## config.mk

```make
export PLATFORM = sky130hd
export DESIGN_NAME = aai_word_programmer
export DESIGN_NICKNAME = d
export VERILOG_FILES = /design/src/rtl/aai_prog_pkg.sv /design/src/rtl/aai_word_cursor.sv /design/src/rtl/aai_status_judge.sv /design/src/rtl/aai_frame_unit.sv /design/src/rtl/aai_word_programmer.sv
export SDC_FILE = /design/constraint.sdc
export NUM_CORES = 1
export LEC_CHECK = 0
export BUFFER_PORTS_ARGS = -buffer_cell sky130_fd_sc_hd__buf_2
export CAP_MARGIN = 20
export CORE_ASPECT_RATIO = 1.2
export CORE_MARGIN = 5
export CORE_UTILIZATION = 36
export DETAILED_ROUTE_END_ITERATION = 12
export SLEW_MARGIN = 10
export SYNTH_ARGS = -nofsm -noshare
export SYNTH_HDL_FRONTEND = slang
export SYNTH_SLANG_ARGS = --single-unit
export TNS_END_PERCENT = 100
```

## constraint.sdc

```tcl
create_clock -name clk -period 3.1 [get_ports clk]
set_clock_uncertainty 0.2 [all_clocks]
set_input_delay 0.62 -clock clk [delete_from_list [all_inputs] [get_ports clk]]
set_output_delay 0.62 -clock clk [all_outputs]
set_load 0.02 [all_outputs]
```

## src/rtl/aai_prog_pkg.sv

```systemverilog
package aai_prog_pkg;

   localparam logic [7:0] OP_WREN = 8'h06;
   localparam logic [7:0] OP_WRDI = 8'h04;
   localparam logic [7:0] OP_RDSR = 8'h05;
   localparam logic [7:0] OP_AAI  = 8'hAD;

   localparam int ST_BUSY  = 0;
   localparam int ST_WEL   = 1;
   localparam int ST_BP_LO = 2;
   localparam int ST_BP_HI = 5;
   localparam int ST_AAI   = 6;

   localparam int ADDR_BYTES = 3;
   localparam int MAX_FRAME  = 6;

   typedef enum logic [2:0] {
      FK_WREN,
      FK_WRDI,
      FK_POLL,
      FK_AAI_FIRST,
      FK_AAI_NEXT
   } frame_kind_e;

   function automatic logic [2:0] frame_len(frame_kind_e k);
      unique case (k)
         FK_WREN:      return 3'd1;
         FK_WRDI:      return 3'd1;
         FK_POLL:      return 3'd2;
         FK_AAI_FIRST: return 3'd6;
         FK_AAI_NEXT:  return 3'd3;
         default:      return 3'd1;
      endcase
   endfunction

endpackage

```

## src/rtl/aai_word_cursor.sv

```systemverilog
module aai_word_cursor #(
   parameter int ADDR_W = 24,
   parameter int CNT_W  = 16
) (
   input  logic              clk,
   input  logic              rst_n,
   input  logic              load_i,
   input  logic [ADDR_W-1:0] base_i,
   input  logic [CNT_W-1:0]  bytes_i,
   input  logic              step_i,
   output logic [CNT_W-1:0]  idx_o,
   output logic [ADDR_W-1:0] addr_o,
   output logic              have_o
);
   localparam int WIDE_W = CNT_W + 1;

   logic [WIDE_W-1:0] words_w;
   logic [CNT_W-1:0]  left_q;

   assign words_w = (WIDE_W'(bytes_i) + WIDE_W'(1)) >> 1;

   always_ff @(posedge clk or negedge rst_n) begin
      if (!rst_n) begin
         idx_o  <= '0;
         addr_o <= '0;
         left_q <= '0;
      end else if (load_i) begin
         idx_o  <= '0;
         addr_o <= base_i;
         left_q <= words_w[CNT_W-1:0];
      end else if (step_i && (left_q != '0)) begin
         idx_o  <= idx_o + CNT_W'(1);
         addr_o <= addr_o + ADDR_W'(2);
         left_q <= left_q - CNT_W'(1);
      end
   end

   assign have_o = (left_q != '0);

endmodule

```

## src/rtl/aai_status_judge.sv

```systemverilog
module aai_status_judge
   import aai_prog_pkg::*;
(
   input  logic [7:0] status_i,
   output logic       busy_o,
   output logic       ok_o
);
   logic bp_clear;

   assign busy_o   = status_i[ST_BUSY];
   assign bp_clear = (status_i[ST_BP_HI:ST_BP_LO] == '0);
   assign ok_o     = status_i[ST_WEL] & status_i[ST_AAI] & bp_clear;

endmodule

```

## src/rtl/aai_frame_unit.sv

```systemverilog
module aai_frame_unit
   import aai_prog_pkg::*;
#(
   parameter int         ADDR_W     = 24,
   parameter logic [7:0] DUMMY_BYTE = 8'h00
) (
   input  logic              clk,
   input  logic              rst_n,
   input  logic              go_i,
   input  frame_kind_e       kind_i,
   input  logic [ADDR_W-1:0] addr_i,
   input  logic [15:0]       word_i,
   output logic              sel_o,
   output logic              req_o,
   output logic [7:0]        tx_o,
   input  logic              ack_i,
   input  logic [7:0]        rx_i,
   output logic              fin_o,
   output logic [7:0]        rx_last_o
);
   localparam int FULL_W = 8 * ADDR_BYTES;

   typedef enum logic [1:0] {FU_IDLE, FU_SHIFT, FU_GAP} fu_state_e;

   fu_state_e         st_q;
   frame_kind_e       kind_q;
   logic [ADDR_W-1:0] addr_q;
   logic [15:0]       word_q;
   logic [2:0]        pos_q;
   logic [2:0]        len_q;
   logic [FULL_W-1:0] addr_full;
   logic [7:0]        abyte [ADDR_BYTES];
   logic [7:0]        seq   [MAX_FRAME];

   if (ADDR_W < FULL_W) begin : g_addr_pad
      assign addr_full = {{(FULL_W-ADDR_W){1'b0}}, addr_q};
   end else begin : g_addr_full
      assign addr_full = addr_q;
   end

   for (genvar b = 0; b < ADDR_BYTES; b++) begin : g_abyte
      assign abyte[b] = addr_full[8*(ADDR_BYTES-1-b) +: 8];
   end

   always_comb begin
      for (int k = 0; k < MAX_FRAME; k++) seq[k] = 8'h00;
      unique case (kind_q)
         FK_WREN: seq[0] = OP_WREN;
         FK_WRDI: seq[0] = OP_WRDI;
         FK_POLL: begin
            seq[0] = OP_RDSR;
            seq[1] = DUMMY_BYTE;
         end
         FK_AAI_FIRST: begin
            seq[0] = OP_AAI;
            for (int k = 0; k < ADDR_BYTES; k++) seq[1+k] = abyte[k];
            seq[1+ADDR_BYTES] = word_q[7:0];
            seq[2+ADDR_BYTES] = word_q[15:8];
         end
         FK_AAI_NEXT: begin
            seq[0] = OP_AAI;
            seq[1] = word_q[7:0];
            seq[2] = word_q[15:8];
         end
         default: seq[0] = OP_WRDI;
      endcase
   end

   always_ff @(posedge clk or negedge rst_n) begin
      if (!rst_n) begin
         st_q      <= FU_IDLE;
         kind_q    <= FK_WRDI;
         addr_q    <= '0;
         word_q    <= '0;
         pos_q     <= '0;
         len_q     <= '0;
         rx_last_o <= '0;
      end else begin
         unique case (st_q)
            FU_IDLE: if (go_i) begin
               st_q   <= FU_SHIFT;
               kind_q <= kind_i;
               addr_q <= addr_i;
               word_q <= word_i;
               pos_q  <= '0;
               len_q  <= frame_len(kind_i);
            end
            FU_SHIFT: if (ack_i) begin
               rx_last_o <= rx_i;
               if (pos_q == len_q - 3'd1) st_q <= FU_GAP;
               else pos_q <= pos_q + 3'd1;
            end
            FU_GAP:  st_q <= FU_IDLE;
            default: st_q <= FU_IDLE;
         endcase
      end
   end

   assign sel_o = (st_q == FU_SHIFT);
   assign req_o = (st_q == FU_SHIFT);
   assign tx_o  = seq[pos_q];
   assign fin_o = (st_q == FU_GAP);

endmodule

```

## src/rtl/aai_word_programmer.sv

```systemverilog
module aai_word_programmer
   import aai_prog_pkg::*;
#(
   parameter int         ADDR_W      = 24,
   parameter int         CNT_W       = 16,
   parameter logic [7:0] DUMMY_BYTE  = 8'h00,
   parameter logic [7:0] ERASED_BYTE = 8'hFF
) (
   input  logic              clk,
   input  logic              rst_n,
   input  logic              start_i,
   input  logic [ADDR_W-1:0] base_addr_i,
   input  logic [CNT_W-1:0]  byte_cnt_i,
   output logic [CNT_W-1:0]  buf_idx_o,
   input  logic [15:0]       buf_word_i,
   output logic              spi_sel_o,
   output logic              spi_req_o,
   output logic [7:0]        spi_tx_o,
   input  logic              spi_ack_i,
   input  logic [7:0]        spi_rx_i,
   output logic              busy_o,
   output logic              done_o,
   output logic              err_o
);
   localparam logic [15:0] ERASED_WORD = {2{ERASED_BYTE}};

   if (ADDR_W < 2 || ADDR_W > 8 * ADDR_BYTES) begin : g_bad_addr_w
      $error("aai_word_programmer: ADDR_W must lie in 2..24");
   end
   if (CNT_W < 2 || CNT_W > 31) begin : g_bad_cnt_w
      $error("aai_word_programmer: CNT_W must lie in 2..31");
   end

   typedef enum logic [3:0] {
      S_IDLE, S_SKIP, S_POLL_GO, S_POLL_WAIT, S_WREN_GO, S_WREN_WAIT,
      S_WORD_GO, S_WORD_WAIT, S_ADV, S_EVAL, S_WRDI_GO, S_WRDI_WAIT, S_FIN
   } ctl_state_e;

   ctl_state_e        st_q;
   logic              first_q;
   logic              after_word_q;
   logic              cur_load;
   logic              cur_step;
   logic              cur_have;
   logic [ADDR_W-1:0] cur_addr;
   logic              word_erased;
   logic              fu_go;
   frame_kind_e       fu_kind;
   logic              fu_fin;
   logic [7:0]        fu_rx;
   logic              st_busy;
   logic              st_ok;

   assign word_erased = (buf_word_i == ERASED_WORD);

   aai_word_cursor #(.ADDR_W(ADDR_W), .CNT_W(CNT_W)) u_cursor (
      .clk     (clk),
      .rst_n   (rst_n),
      .load_i  (cur_load),
      .base_i  (base_addr_i),
      .bytes_i (byte_cnt_i),
      .step_i  (cur_step),
      .idx_o   (buf_idx_o),
      .addr_o  (cur_addr),
      .have_o  (cur_have)
   );

   aai_frame_unit #(.ADDR_W(ADDR_W), .DUMMY_BYTE(DUMMY_BYTE)) u_frame (
      .clk       (clk),
      .rst_n     (rst_n),
      .go_i      (fu_go),
      .kind_i    (fu_kind),
      .addr_i    (cur_addr),
      .word_i    (buf_word_i),
      .sel_o     (spi_sel_o),
      .req_o     (spi_req_o),
      .tx_o      (spi_tx_o),
      .ack_i     (spi_ack_i),
      .rx_i      (spi_rx_i),
      .fin_o     (fu_fin),
      .rx_last_o (fu_rx)
   );

   aai_status_judge u_judge (
      .status_i (fu_rx),
      .busy_o   (st_busy),
      .ok_o     (st_ok)
   );

   always_comb begin
      cur_load = (st_q == S_IDLE) && start_i;
      cur_step = ((st_q == S_SKIP) && cur_have && word_erased) || (st_q == S_ADV);
      fu_go    = 1'b0;
      fu_kind  = FK_POLL;
      unique case (st_q)
         S_POLL_GO: fu_go = 1'b1;
         S_WREN_GO: begin
            fu_go   = 1'b1;
            fu_kind = FK_WREN;
         end
         S_WORD_GO: begin
            fu_go   = 1'b1;
            fu_kind = first_q ? FK_AAI_FIRST : FK_AAI_NEXT;
         end
         S_WRDI_GO: begin
            fu_go   = 1'b1;
            fu_kind = FK_WRDI;
         end
         default: ;
      endcase
   end

   always_ff @(posedge clk or negedge rst_n) begin
      if (!rst_n) begin
         st_q         <= S_IDLE;
         first_q      <= 1'b0;
         after_word_q <= 1'b0;
         err_o        <= 1'b0;
      end else begin
         unique case (st_q)
            S_IDLE: if (start_i) begin
               err_o <= 1'b0;
               st_q  <= S_SKIP;
            end
            S_SKIP: begin
               if (!cur_have) st_q <= S_FIN;
               else if (!word_erased) begin
                  after_word_q <= 1'b0;
                  st_q         <= S_POLL_GO;
               end
            end
            S_POLL_GO:   st_q <= S_POLL_WAIT;
            S_POLL_WAIT: if (fu_fin) begin
               if (st_busy) st_q <= S_POLL_GO;
               else if (after_word_q) begin
                  if (!st_ok) err_o <= 1'b1;
                  st_q <= S_ADV;
               end else st_q <= S_WREN_GO;
            end
            S_WREN_GO:   st_q <= S_WREN_WAIT;
            S_WREN_WAIT: if (fu_fin) begin
               first_q <= 1'b1;
               st_q    <= S_WORD_GO;
            end
            S_WORD_GO:   st_q <= S_WORD_WAIT;
            S_WORD_WAIT: if (fu_fin) begin
               after_word_q <= 1'b1;
               st_q         <= S_POLL_GO;
            end
            S_ADV: begin
               first_q <= 1'b0;
               st_q    <= S_EVAL;
            end
            S_EVAL: begin
               if (cur_have && !word_erased) st_q <= S_WORD_GO;
               else st_q <= S_WRDI_GO;
            end
            S_WRDI_GO:   st_q <= S_WRDI_WAIT;
            S_WRDI_WAIT: if (fu_fin) st_q <= S_SKIP;
            S_FIN:       st_q <= S_IDLE;
            default:     st_q <= S_IDLE;
         endcase
      end
   end

   assign busy_o = (st_q != S_IDLE);
   assign done_o = (st_q == S_FIN);

endmodule

```

==> results of run 1 <==
## logic make-up after synthesis
kind of cell,after synthesis,synth area share [%]
flip-flops,121,43.86
AO/OA/AOI/OAI,139,13.12
multiplexers,20,3.044
XOR/XNOR,51,6.685
adder cells (fa/ha/maj),7,1.268
buffers and inverters,54,4.148
AND/OR/NAND/NOR,385,27.88
## final timing paths
| check | startpoint | endpoint |
|---|---|---|
| setup / recovery | u_frame.kind_q[0] | spi_tx_o[0] |
| hold / removal | base_addr_i[0] | u_cursor.addr_o[0] |
| setup reg to reg | u_cursor.left_q[0] | st_q[1] |
| hold reg to reg | u_frame.abyte[5] | u_frame.abyte[5] |
| max in group asynchronous | rst_n | u_cursor.addr_o[14] |
| min in group asynchronous | rst_n | u_frame.len_q[2] |
## report_power, final
part           total (mW)  switching [mW]  internal [mW]
clock                2.17           0.706           1.47
sequential           2.91           0.673           2.24
combinational        2.62            1.49           1.14
## metal layers
layer	wire length, um	part of all wire, %	track usage, %	vias up
met4	165	0.93	5.087	0
met1	8390	47	22.65	2832
met2	8609	49	27.08	99
met5	0	0	0	-
li1	-	-	-	2946
met3	582	3.3	2.943	8
## worst min-delay path: stages
cell	delay, ns
buf_2	0.08
nand2_1	0.04
nand2_1	0.04
## layout make-up
cell class	count	area share (%)
Clock buffer	20	5.432
Clock inverter	12	2.321
Inverter	11	0.4911
Multi-Input combinational cell	602	43.08
Sequential cell	121	36.03
Tap cell	256	3.810
Timing Repair Buffer	122	8.839
## sequential cells by signal, indices dropped and copies added (netlist names), 2 cells and up
name	count
u_cursor.addr_o	24
u_frame.abyte	24
u_cursor.idx_o	16
u_cursor.left_q	16
u_frame.word_q	16
u_frame.rx_last_o	7
st_q	4
u_frame.kind_q	3
u_frame.len_q	3
u_frame.pos_q	3
u_frame.st_q	2
## cell usage in the layout, fill, tap and decap left out, drive strengths merged, types with 3 or more instances in the layout
cell / instances
a21o: 3
a21oi: 25
a221o: 5
a22o: 3
a22oi: 11
a31oi: 10
and3: 10
and4: 6
buf: 121
bufinv: 5
clkbuf: 20
clkinv: 5
dfrtp: 120
ha: 7
inv: 12
mux2: 8
mux2i: 12
nand2: 192
nand2b: 3
nand3: 33
nand4: 18
nor2: 57
nor2b: 5
nor3: 23
nor4: 16
nor4b: 6
o211ai: 10
o21ai: 43
o22ai: 4
o31ai: 4
or3: 6
xnor2: 33
xor2: 17
## repair_timing
action,4_1_cts,5_1_grt
endpoints found under the setup margin,2,4
hold buffers,1,0
pin swaps,2,2
gates resized for setup,2,5
hold endpoints to repair,17,0
buffers inserted,1,0
## stage by stage
step | util (%) | hold slack [ns] | instances
finish | 44.59 | 0.2115 | 1144
global route | 44.59 | 0.2157 | 1144
global placement | 40.91 | 0.2636 | 1110
floorplan | - | 0.1244 | 777
CTS | 44.49 | 0.1968 | 1144
detailed placement | 40.91 | 0.2696 | 1110
==> metrics.md, run 1 <==
| Metric | Value |
|---|---|
| Rows | `55` |
| CP delay by family, top | `compound AO/OA/AOI/OAI gates` |
| Max stage delay cell, worst path | `dfstp_2` |
| Total number of vias | `5,885` |
| Wire per inst | `15.51 um` |
| Sequential area share after synthesis | `43.86%` |
| Tcrit/Tclk final | `96.55%` |
| Tmin final | `2.993 ns` |
| First-pass GRT wire length | `between 20,000 and 30,000 um` |
| CP bufs+invs | `1` |
| Nets | `950` |
| Yosys reg bits | `121` |
| Register area | `between 3000 and 4000 sq um` |
| CP Launch Type | `flop` |
| Clock sink total | `121` |
| Final hold violations | `0` |
| Routability congestion estimate | `~0.83` |
| RSZ-0062 raised after global routing | `false` |
| CORE AREA | `18,860 sq um` |
| Crit. End Element | `output pin` |
| CP max FO | `4` |
| Vias in the first global route | `between 5,000 and 6,000` |
| Multi-input gate area | `3622 sq um` |
| Routed vias/inst | `roughly 5.1` |
| Post-synth top area cell | `dfrtp_1` |
| Actual slew at the worst max-slew pin | `~0.7 ns` |
| Starting Density | `a little over a third` |
| N_diodes | `0` |
| Fin area | `8408 sq um` |
| Hold path cells | `3` |
| Post-detail-place hpwl | `12,930 um` |
| HP Class | `input port to flop` |
| Area Growth Syn to Fin | `21.74%` |
| Pre-CTS setup slack | `0.2918 ns` |
| Pwr/cell area | `916.9 nW/um^2` |
| Overall Power | `7.709 mW` |
| Worst path cell trace | `nand2_1 -> nor2_4 -> o21ai_1 -> a221o_1 -> a222oi_1 -> buf_4` |
| Clk slew on worst S/H paths | `0.05 ns` |
| Placed inst area | `around 7700 sq um` |
| Grt total ovfl | `0` |
| F_max | `approximately 330 MHz` |
| Ys Warns | `0` |
| Critical Path RT | `about 2.3 ns` |
| Share of layout cells above drive strength 1 | `21.62%` |
| Cells after Synth | `777` |
| Main flop type after synthesis | `dfrtp_1` |
| Final max-slew violation count | `0` |
| Crit-path max cell delay | `0.53 ns` |
| CTS tree | `built` |
| WS Path Type | `flop to output pin` |
| Reg2Reg Depth | `8` |
| Sum Neg Setup Slack | `0 ns` |
| Number of synthesized flops with an enable pin | `0` |
| Htree depth | `4` |
| Fill cell count | `1,931` |
| Clock tree buffer depth | `2` |
| CTS root buffer | `clkbuf_16` |
| Antenna viol nets, final | `0` |
| Die Y | `161.7 um` |
| Worst EP arrival | `2.17 ns` |
| R2r setup slk | `0.54 ns` |
| Drt initial violations | `between 200 and 300` |
| Worst rel slew slack | `53.17%` |
| WL final | `17,750 um` |
| Die width | `136.4 um` |
| Post-Syn Nets | `852` |
| I/O pins | `97` |
| First-pass detailed-route iteration total | `5` |
| CP Depth | `6` |
| Average size of a mapped cell | `8.889 sq um` |
| CTS Buf Count | `17` |
| Mapped Area | `6907 sq um` |
| Clock Latency Late Sink | `between 0.4 and 0.5 ns` |
| Synth cell count leaders | `nand2_1 (192), dfrtp_1 (120), nor2_1 (56)` |
| Drt drc | `0` |
| Setup violators final | `0` |
| Max Cap Violations | `0` |
| Die area | `22,070 sq um` |
| Gr usage total | `around 17%` |
| Async set-reset flop share out of synthesis | `100.0%` |
| Final WS setup | `0.1069 ns` |
| Synth top area share | `43.48%` |
| Synth cell types | `70` |
| Synth area leaders | `dfrtp_1 (43%), nand2_1 (10%), xnor2_1 (4.2%)` |
| Initial antenna violation count | `0` |
| Pin count of the biggest net entering global routing | `50` |
| Outcome | `completed` |
| Most frequent cell after synthesis | `nand2_1` |
| I/O Buffers | `95` |
| Worst VDD drop | `570.9 uV` |
| Static Leak | `3.655 nW` |
(Power assumes the default switching activity.)
==> run 2: changes to the inputs <==
--- a/config.mk
+++ b/config.mk
@@ -9,8 +9,9 @@
 export CAP_MARGIN = 20
 export CORE_ASPECT_RATIO = 1.2
 export CORE_MARGIN = 5
-export CORE_UTILIZATION = 36
+export CORE_UTILIZATION = 55
 export DETAILED_ROUTE_END_ITERATION = 12
+export PLACE_DENSITY = 0.77
 export SLEW_MARGIN = 10
 export SYNTH_ARGS = -nofsm -noshare
 export SYNTH_HDL_FRONTEND = slang
==> constraint.sdc (replaced) <==
create_clock -name clk -period 3.1 [get_ports clk]
set_clock_uncertainty 0.2 [all_clocks]
set_input_delay 0 -clock clk [delete_from_list [all_inputs] [get_ports clk]]
set_output_delay 0 -clock clk [all_outputs]
set_load 0.02 [all_outputs]
==> run 2 against run 1 <==
  * Critical path depth grew 1
  * Fmax grew 3.6%
  * Largest cell class unchanged
  * Combinational power is essentially flat
  * Core utilization grew 29 points
  * Count of clock-buffer cells in the layout grew 5
  * Highest routed layer unchanged
  * Flip-flop and latch count is the same
==> metrics.md, run 2 (synthesis results as in run 1) <==
| Metric | Value |
|---|---|
| Placed inst area | `7495 sq um (-2.8%)` |
| Pre-CTS setup slack | `0.3646 ns (+0.07277 ns)` |
| Hold path startpoint | `buf_word_i[13]` |
| I/O Buffers | `95 (unchanged)` |
| Vias in the first global route | `6,533 (+11%)` |
| Actual slew at the worst max-slew pin | `0.7889 ns (+0.09185 ns)` |
| Reg-to-reg startpoint | `u_cursor.left_q[0]` |
| CTS root buffer | `clkbuf_16` |
| Antenna viol nets, final | `0 (unchanged)` |
| Gr usage total | `25.82% (+9.2 points)` |
| HP Class | `input port to flop` |
| Share of layout cells above drive strength 1 | `18.51% (-3.1 points)` |
| Setup violators final | `0 (unchanged)` |
| Combinational power share | `33.7% (-0.3 points)` |
| Sw Pwr | `2.950 mW (+3.0%)` |
| Crit. End Element | `flop` |
| Most common cell after layout, fill and taps aside | `nand2_1` |
| Final max-slew violation count | `0 (unchanged)` |
| CP max FO | `12 (+8)` |
| FF-to-FF End | `u_cursor.addr_o[3]` |
| Static Leak | `3.923 nW (+7.3%)` |
| R2r setup slk | `0.21 ns (-0.33 ns)` |
| Drt initial violations | `509 (+84%)` |
| Die area | `14,910 sq um (-32%)` |
| Worst rel slew slack | `47.23% (-5.9 points)` |
| WHS Endpoint | `u_frame.word_q[13]` |
| Internal power | `4.931 mW (+1.8%)` |
| Fin area | `8969 sq um (+6.7%)` |
| Max Cap Violations | `0 (unchanged)` |
| Drt drc | `0 (unchanged)` |
| Hold path cells | `4 (+1)` |
| Outcome | `completed` |
| Initial antenna violation count | `2 (+2)` |
| Reg power frac | `38.0% (+0.2 points)` |
| Worst EP arrival | `3.01 ns (+0.84 ns)` |
| First-pass GRT wire length | `31,580 um (+5.9%)` |
| Die width | `112.3 um (-18%)` |
| F_max | `346.2 MHz (+3.6%)` |
| CTS tree | `built` |
| Wire per inst | `17.04 um (+9.8%)` |
| Grt total ovfl | `0 (unchanged)` |
| Total number of vias | `6,590 (+12%)` |
| Rows | `44 (-20%)` |
| RSZ-0062 raised after global routing | `false` |
| Starting Density | `56.51% (+20 points)` |
| Max stage delay cell, worst path | `nand4_1` |
| Pin count of the biggest net entering global routing | `69 (+38%)` |
| Clock tree buffer depth | `2 (unchanged)` |
| Tcrit/Tclk final | `93.16% (-3.4 points)` |
| Sum Neg Setup Slack | `0 ns (unchanged)` |
| Clock sink total | `121 (unchanged)` |
| CTS Buf Count | `17 (unchanged)` |
| Worst VDD drop | `558.4 uV (-2.2%)` |
| Post-CTS Repair Setup Buffers | `0 (-1)` |
| Sw frac | `37.43% (+0.28 points)` |
| First-pass detailed-route iteration total | `5 (unchanged)` |
| I/O pins | `97 (unchanged)` |
| CORE AREA | `12,220 sq um (-35%)` |
| Routed vias/inst | `5.884 (+14%)` |
| Routability congestion estimate | `0.8940 (+7.9%)` |
| Overall Power | `7.881 mW (+2.2%)` |
| Area Growth Syn to Fin | `29.86%` |
| Die Y | `132.8 um (-18%)` |
| Most frequent cells in the layout | `nand2_1 (192), dfrtp_1 (120), buf_2 (94)` |
| Htree depth | `4 (unchanged)` |
| Clock Power Share | `28.3% (about the same)` |
| Crit-path max cell delay | `0.50 ns (-0.03 ns)` |
| Critical Path RT | `3.23 ns (+0.95 ns)` |
| Fill cell count | `882 (-54%)` |
| WL final | `19,080 um (+7.5%)` |
| Reg2Reg Depth | `7 (-1)` |
| Worst path cell trace | `inv_1 -> ha_1 -> nor4b_1 -> nand4_1 -> nand2_1 -> o22ai_1 -> nor3_1` |
| Tmin final | `2.888 ns (-0.1050 ns)` |
| Nets | `1,018 (+7.2%)` |
| Pwr/cell area | `878.7 nW/um^2 (-4.2%)` |
| CP Launch Type | `flop` |
| Post-detail-place hpwl | `12,080 um (-6.6%)` |
| Final hold violations | `0 (unchanged)` |
| Clock Latency Late Sink | `0.42 ns (about the same)` |
| WS Path Type | `flop to flop` |
| Clk slew on worst S/H paths | `0.05 ns (about the same)` |
| Final WS setup | `0.2119 ns (+0.1050 ns)` |
==> run 2: cell types whose count changed in the layout (fill, tap and decap cells not counted), sizes merged <==
cell         before  now
inv              12   11
clkinv            5    2
diode             0    3
clkbuf           20   25
clkinvlp          1    0
dlygate4sd3       1   80
buf             121  110
==> run 2: routing by layer <==
layer  track usage [%]  wire [um]  part of all wire [%]
met2             42.68       9552                    50
met3             4.979       1080                   5.7
met4             12.63        521                   2.7
met1             32.42       7927                    42
met5                 0          0                     0
==> run 2: timing repair <==
item	4_1_cts	5_1_grt
resized for setup	0	0
endpoints found under the setup margin	0	6
hold buffers	80	0
hold endpoints to repair	147	0
==> run 2: final cells by class <==
class	instances	area, sq um	share of cell area [%]
multi-input combinational	602	3607	40.22
sequential	121	3029	33.78
timing repair buffer	190	1416	15.79
clock buffer	25	505.5	5.636
tap	161	201.4	2.246
clock inverter	7	160.2	1.786
inverter	11	41.29	0.4604
antenna	3	7.507	0.08371
==> run 2: through the flow <==
step,instances,hold slack (ns),util [%]
6_report,1120,0.1287,73.38
2_1_floorplan,777,-0.4956,-
5_1_grt,1119,0.1351,73.36
4_1_cts,1117,0.1132,73.32
3_5_place_dp,1005,-0.1139,61.32
3_3_place_gp,1005,-0.1211,61.32
==> run 2: power by group through the flow <==
stage / registers (mW) / logic [mW] / clock network, mW
5_1_grt: 3.08 / 2.96 / 2.32
4_1_cts: 2.97 / 2.63 / 2.24
6_report: 3.00 / 2.65 / 2.23
3_5_place_dp: 2.98 / 2.49 / 0
2_1_floorplan: 2.68 / 2.05 / 0
3_3_place_gp: 2.94 / 2.38 / 0
==> run 2: how the worst max path moves through the flow <==
stage          slack, ns                 end          startpoint
6_report            0.21  u_cursor.addr_o[3]  u_cursor.left_q[0]
5_1_grt            0.009  u_cursor.addr_o[3]  u_cursor.left_q[0]
4_1_cts             0.28  u_cursor.addr_o[3]  u_cursor.left_q[0]
3_5_place_dp        0.36  u_cursor.addr_o[3]  u_cursor.left_q[0]
3_3_place_gp        0.50  u_cursor.addr_o[7]  u_cursor.left_q[0]
2_1_floorplan       0.88  u_cursor.left_q[7]  u_cursor.left_q[0]
==> run 2: critical path: cells and delay by family (launching register included) <==
family | cells | cell delay (ns)
DFF | 1 | 0.42
buffers and inverters | 1 | 0.13
AOI/OAI and AO/OA | 1 | 0.17
and+or+nand+nor | 4 | 1.70
adders and majority gates | 1 | 0.17
